### src/rtl/mdrop_rx_pkg.sv
package mdrop_rx_pkg;
  localparam int DATA_W = 8;

  // strobes from the frame controller to the datapath
  typedef struct packed {
    logic clrShift;
    logic shiftEn;
    logic bitVal;
    logic push;
    logic stopVal;
  } rxStrobeT;

  typedef struct packed {
    logic              ferr;
    logic              bit9;
    logic [DATA_W-1:0] data;
  } rxEntryT;
endpackage

### src/rtl/mdrop_rx_ctrl.sv
module mdrop_rx_ctrl
  import mdrop_rx_pkg::*;
#(
  parameter int DIV_W = 8
) (
  input  logic             clk,
  input  logic             rstN,
  input  logic             rxLine,
  input  logic             portEn,
  input  logic             rxEn,
  input  logic             nineBitMode,
  input  logic [DIV_W-1:0] divisor,
  input  logic [1:0]       speedSel,
  output rxStrobeT         strb
);
  localparam int CNT_W = DIV_W + 5;
  localparam logic [3:0] VOTE_A = 4'd6;
  localparam logic [3:0] VOTE_B = 4'd7;
  localparam logic [3:0] VOTE_C = 4'd8;

  typedef enum logic [1:0] {IDLE, START, DATA, STOP} rxStateT;

  rxStateT          state;
  logic [1:0]       lineSync;
  logic             lineQ;
  logic [CNT_W-1:0] tickCnt;
  logic [CNT_W-1:0] tickLim;
  logic [CNT_W-1:0] divPlus;
  logic             tick;
  logic [3:0]       phase;
  logic [3:0]       bitIdx;
  logic [3:0]       nBits;
  logic             samp0, samp1, vote, active, decide;

  assign lineQ  = lineSync[1];
  assign active = portEn && rxEn;
  assign nBits  = nineBitMode ? 4'd9 : 4'd8;

  always_comb begin
    divPlus = CNT_W'(divisor) + CNT_W'(1);
    unique case (speedSel)
      2'd0:    tickLim = (divPlus << 4) - CNT_W'(1);
      2'd1:    tickLim = (divPlus << 2) - CNT_W'(1);
      default: tickLim = divPlus - CNT_W'(1);
    endcase
  end

  assign tick   = (tickCnt == tickLim);
  assign vote   = (samp0 & samp1) | (samp0 & lineQ) | (samp1 & lineQ);
  assign decide = tick && (phase == VOTE_C) && (state != IDLE);

  always_comb begin
    strb          = '0;
    strb.clrShift = (state == IDLE) && active && !lineQ;
    strb.bitVal   = vote;
    strb.stopVal  = vote;
    strb.shiftEn  = decide && (state == DATA);
    strb.push     = decide && (state == STOP) && active;
  end

  always_ff @(posedge clk or negedge rstN) begin
    if (!rstN) lineSync <= 2'b11;
    else       lineSync <= {lineSync[0], rxLine};
  end

  always_ff @(posedge clk or negedge rstN) begin
    if (!rstN) begin
      state   <= IDLE;
      tickCnt <= '0;
      phase   <= '0;
      bitIdx  <= '0;
      samp0   <= 1'b1;
      samp1   <= 1'b1;
    end else if (!active) begin
      state   <= IDLE;
      tickCnt <= '0;
    end else if (state == IDLE) begin
      tickCnt <= '0;
      if (!lineQ) begin
        state  <= START;
        phase  <= '0;
        bitIdx <= '0;
      end
    end else begin
      tickCnt <= tick ? '0 : tickCnt + CNT_W'(1);
      if (tick) begin
        phase <= phase + 4'd1;
        if (phase == VOTE_A) samp0 <= lineQ;
        if (phase == VOTE_B) samp1 <= lineQ;
        unique case (state)
          START: begin
            if (decide && vote)       state <= IDLE;
            else if (phase == 4'd15)  state <= DATA;
          end
          DATA: begin
            if (decide) bitIdx <= bitIdx + 4'd1;
            if (phase == 4'd15 && bitIdx == nBits) state <= STOP;
          end
          STOP:    if (decide) state <= IDLE;
          default: state <= IDLE;
        endcase
      end
    end
  end


  idle_when_off_chk: assert property (@(posedge clk) disable iff (!rstN)
    !(portEn && rxEn) |=> state == IDLE);

  phase_hold_chk: assert property (@(posedge clk) disable iff (!rstN)
    (state != IDLE && !tick && portEn && rxEn) |=> $stable(phase));

  push_ends_frame_chk: assert property (@(posedge clk) disable iff (!rstN)
    strb.push |=> state == IDLE);
endmodule

### src/rtl/mdrop_rx_dpath.sv
module mdrop_rx_dpath
  import mdrop_rx_pkg::*;
#(
  parameter int DEPTH = 2
) (
  input  logic     clk,
  input  logic     rstN,
  input  rxStrobeT strb,
  input  logic     rxEn,
  input  logic     nineBitMode,
  input  logic     addrDetEn,
  input  logic     rdStrobe,
  output rxEntryT  head,
  output logic     notEmpty,
  output logic     overrun
);
  localparam int PTR_W = (DEPTH > 1) ? $clog2(DEPTH) : 1;
  localparam int CNT_W = $clog2(DEPTH + 1);

  logic [DATA_W:0]   shiftReg;
  rxEntryT           store [DEPTH];
  logic [PTR_W-1:0]  wrPtr, rdPtr;
  logic [CNT_W-1:0]  count;
  rxEntryT           cand;
  logic              accept, doPush, doPop, full;

  always_comb begin
    cand.ferr = !strb.stopVal;
    if (nineBitMode) begin
      cand.bit9 = shiftReg[DATA_W];
      cand.data = shiftReg[DATA_W-1:0];
    end else begin
      cand.bit9 = 1'b0;
      cand.data = shiftReg[DATA_W:1];
    end
  end

  assign full     = (count == CNT_W'(DEPTH));
  assign notEmpty = (count != '0);
  assign accept   = strb.push && (!nineBitMode || !addrDetEn || cand.bit9);
  assign doPush   = accept && !overrun && !full;
  assign doPop    = rdStrobe && notEmpty;
  assign head     = store[rdPtr];

  always_ff @(posedge clk or negedge rstN) begin
    if (!rstN)             shiftReg <= '0;
    else if (strb.clrShift) shiftReg <= '0;
    else if (strb.shiftEn)  shiftReg <= {strb.bitVal, shiftReg[DATA_W:1]};
  end

  always_ff @(posedge clk or negedge rstN) begin
    if (!rstN)                            overrun <= 1'b0;
    else if (!rxEn)                       overrun <= 1'b0;
    else if (accept && !overrun && full)  overrun <= 1'b1;
  end

  always_ff @(posedge clk or negedge rstN) begin
    if (!rstN) begin
      wrPtr <= '0;
      rdPtr <= '0;
      count <= '0;
      for (int i = 0; i < DEPTH; i++) store[i] <= '0;
    end else begin
      if (doPush) begin
        store[wrPtr] <= cand;
        wrPtr <= (wrPtr == PTR_W'(DEPTH - 1)) ? '0 : wrPtr + PTR_W'(1);
      end
      if (doPop)
        rdPtr <= (rdPtr == PTR_W'(DEPTH - 1)) ? '0 : rdPtr + PTR_W'(1);
      if (doPush && !doPop)      count <= count + CNT_W'(1);
      else if (doPop && !doPush) count <= count - CNT_W'(1);
    end
  end


  no_overflow_chk: assert property (@(posedge clk) disable iff (!rstN)
    count <= CNT_W'(DEPTH));

  overrun_hold_chk: assert property (@(posedge clk) disable iff (!rstN)
    (overrun && rxEn) |=> overrun);

  addr_filter_chk: assert property (@(posedge clk) disable iff (!rstN)
    (strb.push && nineBitMode && addrDetEn && !shiftReg[DATA_W] && !rdStrobe)
      |=> count == $past(count));

  locked_no_store_chk: assert property (@(posedge clk) disable iff (!rstN)
    (overrun && rxEn && !rdStrobe) |=> count == $past(count));
endmodule

### src/rtl/uart_mdrop_rx.sv
module uart_mdrop_rx
  import mdrop_rx_pkg::*;
#(
  parameter int DIV_W = 8,
  parameter int DEPTH = 2
) (
  input  logic              clk,
  input  logic              rstN,
  input  logic              rxLine,
  input  logic              portEn,
  input  logic              rxEn,
  input  logic              nineBitMode,
  input  logic              addrDetEn,
  input  logic [DIV_W-1:0]  divisor,
  input  logic [1:0]        speedSel,
  input  logic              irqEn,
  input  logic              rdStrobe,
  output logic [DATA_W-1:0] rdData,
  output logic              rdBit9,
  output logic              rdFerr,
  output logic              overrunErr,
  output logic              rxReady,
  output logic              irq
);
  rxStrobeT strb;
  rxEntryT  head;
  logic     notEmpty;

  mdrop_rx_ctrl #(.DIV_W(DIV_W)) uCtrl (
    .clk(clk), .rstN(rstN), .rxLine(rxLine), .portEn(portEn), .rxEn(rxEn),
    .nineBitMode(nineBitMode), .divisor(divisor), .speedSel(speedSel),
    .strb(strb)
  );

  mdrop_rx_dpath #(.DEPTH(DEPTH)) uDpath (
    .clk(clk), .rstN(rstN), .strb(strb), .rxEn(rxEn),
    .nineBitMode(nineBitMode), .addrDetEn(addrDetEn), .rdStrobe(rdStrobe),
    .head(head), .notEmpty(notEmpty), .overrun(overrunErr)
  );

  assign rdData  = head.data;
  assign rdBit9  = head.bit9;
  assign rdFerr  = head.ferr;
  assign rxReady = notEmpty;
  assign irq     = notEmpty && irqEn;


  irq_gate_chk: assert property (@(posedge clk) disable iff (!rstN)
    !irqEn |-> !irq);
endmodule

### config.mk
export PLATFORM = sky130hd
export DESIGN_NAME = uart_mdrop_rx
export DESIGN_NICKNAME = d
export VERILOG_FILES = /design/src/rtl/mdrop_rx_pkg.sv /design/src/rtl/mdrop_rx_ctrl.sv /design/src/rtl/mdrop_rx_dpath.sv /design/src/rtl/uart_mdrop_rx.sv
export SDC_FILE = /design/constraint.sdc
export NUM_CORES = 1
export LEC_CHECK = 0
export ABC_AREA = 1
export CAP_MARGIN = 40
export CELL_PAD_IN_SITES_DETAIL_PLACEMENT = 0
export CELL_PAD_IN_SITES_GLOBAL_PLACEMENT = 1
export CORE_UTILIZATION = 25
export CTS_BUF_LIST = sky130_fd_sc_hd__clkbuf_16
export CTS_CLUSTER_SIZE = 28
export DETAILED_ROUTE_END_ITERATION = 10
export PLACE_DENSITY_LB_ADDON = 0.1
export SYNTH_ARGS = -nofsm -noshare
export SYNTH_HDL_FRONTEND = slang
export SYNTH_HIERARCHICAL = 1
export SYNTH_SLANG_ARGS = --single-unit
### constraint.sdc
create_clock -name clk -period 6.2 [get_ports clk]
set_input_delay 1.24 -clock clk [delete_from_list [all_inputs] [get_ports clk]]
set_output_delay 1.24 -clock clk [all_outputs]
set_load 0.1 [all_outputs]
Yosys cells after proc, flatten, opt, wreduce, memory -nomap -nowiden
Index checks and enable logic that the tools add are counted.
{ "op_classes": {"add_sub_neg": 11, "multipliers": 0, "n_div": 0, "order_cmp": 3, "eq_ne": 18, "n_shift": 0, "muxes": 36, "bitwise_logic": 8, "n_reduce_logical": 43} }
{ "op_table": {"columns": ["cell", "count"], "rows": [
  ["10-bit 2-to-1 mux", 4],
  ["13-bit 2-to-1 mux", 3],
  ["13-bit by 1-bit subtractor with 13-bit output (second input constant)", 3],
  ["4-bit 2-to-1 mux", 7],
  ["9-bit 2-to-1 mux", 3],
  ["13-bit case mux with 2 select lines", 1],
  ["20-bit bitwise mux", 1],
  ["2-bit 2-to-1 mux", 10],
  ["1-bit logical AND", 19],
  ["2-bit nonzero test", 7],
  ["13-bit by 1-bit adder with 13-bit output (second input constant)", 1],
  ["13-bit equality test", 1],
  ["10-bit demux with 1-bit select", 1],
  ["5-bit AND reduction", 2],
  ["8-bit by 1-bit adder with 9-bit output (second input constant)", 1],
  ["4-bit by 1-bit adder with 4-bit output (second input constant)", 2],
  ["4-bit by 3-bit equality test with 1-bit output (second input constant)", 2],
  ["4-bit equality test (second input constant)", 2],
  ["1-bit zero test", 8],
  ["4-bit inequality test (second input constant)", 2],
  ["4-bit AND reduction", 2],
  ["2-bit equality test (second input constant)", 3],
  ["2-bit case mux with 3 select lines", 1],
  ["1-bit 2-to-1 mux", 5],
  ["other kinds (19)", 28]
]} }
{ "word_totals": {"register_bits": 61, "latch_bits": 0, "ram_bits": 0, "romBits": 0, "in_bits": 19, "out_inout_bits": 13, "elab_cells": 137, "mem_count": 0} }

Longest topological paths before layout
{ "logic_depth": {"depth_word": 15, "ltp_mapped": 29, "mapped_depth_nobuf": 29} }

By module
The synthesis kept the hierarchy.
{ "by_module_without_submodules": {"columns": ["module", "n_inst", "cells_each", "area_per_inst_um2", "seq_area_each_um2"], "rows": [
  ["mdrop_rx_ctrl", 1, 392, 2449.8, 680.7],
  ["mdrop_rx_dpath", 1, 212, 1706.6, 850.8],
  ["uart_mdrop_rx", 1, 2, 7.5, 0.0]
]} }

Worst setup path after synthesis
Ideal clock, no wire load.
{ "synth_path": {"kind": "input port to flip-flop", "startpoint": "input port divisor[0]", "endpoint": "register uDpath.count[1]", "setup_ns": 0.122, "arrival_ns": 3.754, "required_time_ns": 6.078, "setup_slack_ns": 2.324, "stages": 25, "n_path_buf": 0, "path_cell_list": "ha_1 inv_1 nand2_1 nand3_2 nor2_2 nand2_4 nor2_4 nand2_1 nand2_2 nand3_1 nand3_1 nand2_1 inv_1 nand3_1 nor2_2 nand2_2 nor2_1 inv_1 nor2_8 nand2_1 inv_1 ha_1 nor2_1 nand2_1 xor2_1"} }
{ "synth_lines": {"columns": ["item", "line_no", "rtl"], "rows": [
  ["start: declaration", "uart_mdrop_rx.sv:14", "input logic [DIV_W-1:0] divisor,"],
  ["end signal: assignment", "mdrop_rx_dpath.sv:70", "if (doPush && !doPop) count <= count + CNT_W'(1);"],
  ["end signal: assignment", "mdrop_rx_dpath.sv:71", "else if (doPop && !doPush) count <= count - CNT_W'(1);"],
  ["end: declaration", "mdrop_rx_dpath.sv:23", "logic [CNT_W-1:0] count;"]
]} }

==> impl_metrics.tcl <==
set metrics [dict create \
    status "completed" \
    io_buffers 31 \
    skew_ns 0.008050 \
    hold_viol_final 0 \
    fp.dieW_um 131.1 \
    fp.dieH_um 131.1 \
    internal-power_w 0.0008068 \
    path_clk_slew_ns 0.06 \
    htreeDepth 3 \
    arrival_ns 5.06 \
    syn_to_final_growth_pct 24.16 \
    cts_tree "yes" \
    grt_max_degree 61 \
    yosys_warnings 6 \
    ir_drop_mv 0.1469 \
    crit_fanout 24 \
    slew_viol_final 0 \
    via_per_inst 4.397 \
    place_ws_ns 0.9910 \
    power.share.sequential_pct 36.9 \
    rsz0062_at_grt "no" \
    nets 679 \
    yosysUniqueCellTypes 36 \
    finalPower_w 0.001199 \
    cp-start-kind "primary input" \
    ctsRootBufferMaster "clkbuf_16" \
    setup_violations 0 \
    relSlewSlack_pct 54.27 \
    grt_pass1_wl_um 18290 \
    power.switching_w 0.0003920 \
    dp_hpwl_um 7982 \
    worstSetupPathType "in2reg" \
    drt-initial-drc-count 205 \
    clock_sinks 61 \
    holdBufCountCts 0 \
    gp_congestion 0.7515 \
    antenna_found_initial 0 \
    p_comb_share_pct 21.4 \
    cts_buffers 9 \
    die_area_mm2 0.01718 \
    cts_resized 0 \
    placementRows 46 \
    synth_fp_nets 638 \
    postPlaceCellArea_mm2 0.004878 \
    fin_util_pct 32.20 \
    grt_pass1_vias 3616 \
    drive_gt1_share_pct 10.12 \
    period_minus_slack_ns 4.839 \
    rrSetupSlack_ns 3.07 \
    drc_errors 0 \
    wl_um 10870 \
    io_pins 32 \
    swShare_pct 32.70 \
    syn_inst 606 \
    hold_class "reg2reg" \
    finalWorstSetupSlack_ns 1.361 \
    clock_path_buffers 2 \
    fmax_mhz 206.7 \
    gr-usage-all-layers_pct 14.15 \
    critPathCaptureType "register" \
    vias 3817 \
    synth-seq-area-share_pct 36.78 \
    power_density_mw_per_mm2 231.9 \
    worst_slew_pin_slew_ns 0.6844 \
    coreArea_mm2 0.01606 \
    drv_cap 0 \
    clock_power_share_pct 41.7 \
    post_cts_buffers 0 \
    period_share_pct 78.05 \
    final_area_mm2 0.005170 \
    ant_nets 0 \
    detail_route.wl_per_cell_um 12.52 \
    start_util_pct 25.93 \
    grt.overflow.total 0 \
    crit_required_ns 6.42 \
    firstDrtPassIters 4 \
    clock_latency_ns 0.34 \
    ys_ff_latch 61 \
    diodes 0 \
    synthesis.area_mm2 0.004164 \
    fin_tns_setup_ns 0 \
    synth.avg_cell_area_um2 6.871 \
    p_leak_nw 2.491 \
]
## cell type report
cell class / count / area, um^2
multi-input combinational: 447 / 2230
inverter: 81 / 304.0
sequential: 61 / 1531
clock buffer: 9 / 225.2
timing repair buffer: 47 / 543.0
clock inverter: 7 / 66.31
fill: 1732 / 10890
tap: 216 / 270.3
## flip-flops by register name, summed over array words and instances (netlist names), 2 cells and up
name,cells
uDpath/store,20
uCtrl/tickCnt,13
uDpath/shiftReg,9
uCtrl/bitIdx,4
uCtrl/phase,4
uCtrl/lineSync,2
uCtrl/state,2
uDpath/count,2
## Yosys cell counts
library cell | n | share of area, %
inv_1 | 77 | 6.9
buf_2 | 1 | 0.12
a21oi_4 | 1 | 0.39
nand4_1 | 27 | 4.1
nor2_2 | 4 | 0.60
clkinv_1 | 2 | 0.18
nor2_1 | 47 | 4.2
clkbuf_4 | 1 | 0.18
nor3_1 | 13 | 1.6
dfrtp_1 | 57 | 34
nand3_1 | 61 | 7.3
o21ai_2 | 1 | 0.21
nand3b_1 | 3 | 0.54
buf_4 | 8 | 1.4
nand2_1 | 192 | 17
inv_2 | 2 | 0.18
o31ai_1 | 1 | 0.18
nand2_2 | 11 | 1.7
clkbuf_1 | 7 | 0.63
nor2_4 | 2 | 0.54
nand2_4 | 1 | 0.27
a21oi_1 | 14 | 1.7
xor2_1 | 8 | 1.7
dfstp_2 | 4 | 2.5
o21bai_1 | 2 | 0.36
o21a_1 | 1 | 0.18
nor2_8 | 1 | 0.48
xnor2_1 | 1 | 0.21
nor3b_1 | 2 | 0.36
o21ai_0 | 27 | 3.2
or2_2 | 2 | 0.30
nand3_2 | 6 | 1.4
nor4_1 | 2 | 0.30
and2_1 | 1 | 0.15
o21ai_1 | 3 | 0.36
ha_1 | 13 | 3.9
## cell usage in the layout, fill, tap and decap left out, types with 2 or more instances in the layout
cell type,count
clkdlybuf4s50_1,30
nand4_1,27
dfrtp_1,57
a21oi_1,14
nand2_1,192
xor2_1,8
nor3b_1,2
nor2_2,4
inv_2,2
or2_2,2
buf_8,13
nor4_1,2
ha_1,13
nor3_1,13
inv_1,78
nor2_4,2
nand3_2,6
clkinv_1,3
nand2_2,11
clkbuf_16,9
buf_4,2
clkinvlp_4,2
o21bai_1,2
nand3_1,61
o21ai_0,27
nor2_1,47
o21ai_1,3
dfstp_2,4
nand3b_1,3
## power by group through the flow
stage | Combinational [W] | Sequential [W] | Clock (W)
after floorplan | 0.000188 | 0.000435 | 0
after global placement | 0.000238 | 0.000451 | 0
after detailed placement | 0.000259 | 0.000451 | 0
after CTS | 0.000260 | 0.000443 | 0.000522
after global routing | 0.000287 | 0.000448 | 0.000539
final | 0.000256 | 0.000442 | 0.000500
## through the flow
stage,std cells,hold slack (ns)
after global placement,838,0.3459
after global routing,868,0.3579
after CTS,868,0.3552
after floorplan,606,0.3452
final,868,0.3545
after detailed placement,852,0.3473
## worst max-delay path, stage by stage
cell and delay (ns):
clkdlybuf4s50_1 0.58, ha_1 0.26, inv_1 0.07, nand2_1 0.11, nand2_1 0.08, nor2_2 0.10
nand3_1 0.11, nor2_1 0.16, nand2_1 0.08, nand2_2 0.08, nand3_1 0.12, nand3_1 0.15
nand2_1 0.06, nor2_1 0.09, nand3_1 0.09, nor2_2 0.22, nand2_2 0.14, nor2_1 0.13
inv_1 0.10, nor2_8 0.31, nand2_1 0.11, inv_1 0.09, ha_1 0.25, nor2_1 0.11
nand2_1 0.06, xor2_1 0.14
## cell families (layout without fill, tap and decap cells)
group / count (synthesis) / after routing / share of synthesized area (%)
fa+ha+maj: 13 / 13 / 3.906
buf+inv: 98 / 144 / 9.676
simple gates: 375 / 375 / 41.14
compound gates: 50 / 50 / 6.611
xor+xnor: 9 / 9 / 1.893
flops: 61 / 61 / 36.78
## metal layers
| layer | track usage, % | vias up | share of wire (%) |
|---|---|---|---|
| met5 | 0 | - | 0 |
| met4 | 5.071 | 0 | 1.2 |
| met3 | 3.206 | 8 | 3.3 |
| met2 | 21.13 | 55 | 43 |
| met1 | 19.85 | 1731 | 53 |
| li1 | - | 2023 | - |
## worst paths after layout
kind	startpoint	cells after the start	to
min in group asynchronous	rstN	2	uDpath/shiftReg[3]$_DFFE_PN0P_
hold / removal	uCtrl/lineSync[0]$_DFF_PN1_	0	uCtrl/lineSync[1]$_DFF_PN1_
setup reg to reg	uCtrl/tickCnt[0]$_DFF_PN0_	20	uDpath/count[1]$_DFFE_PN0P_
max in group asynchronous	rstN	3	uCtrl/lineSync[0]$_DFF_PN1_
setup / recovery	divisor[0]	26	uDpath/count[1]$_DFFE_PN0P_
hold reg to reg	uCtrl/lineSync[0]$_DFF_PN1_	0	uCtrl/lineSync[1]$_DFF_PN1_
No activity file was read; power rests on OpenSTA's default activity.
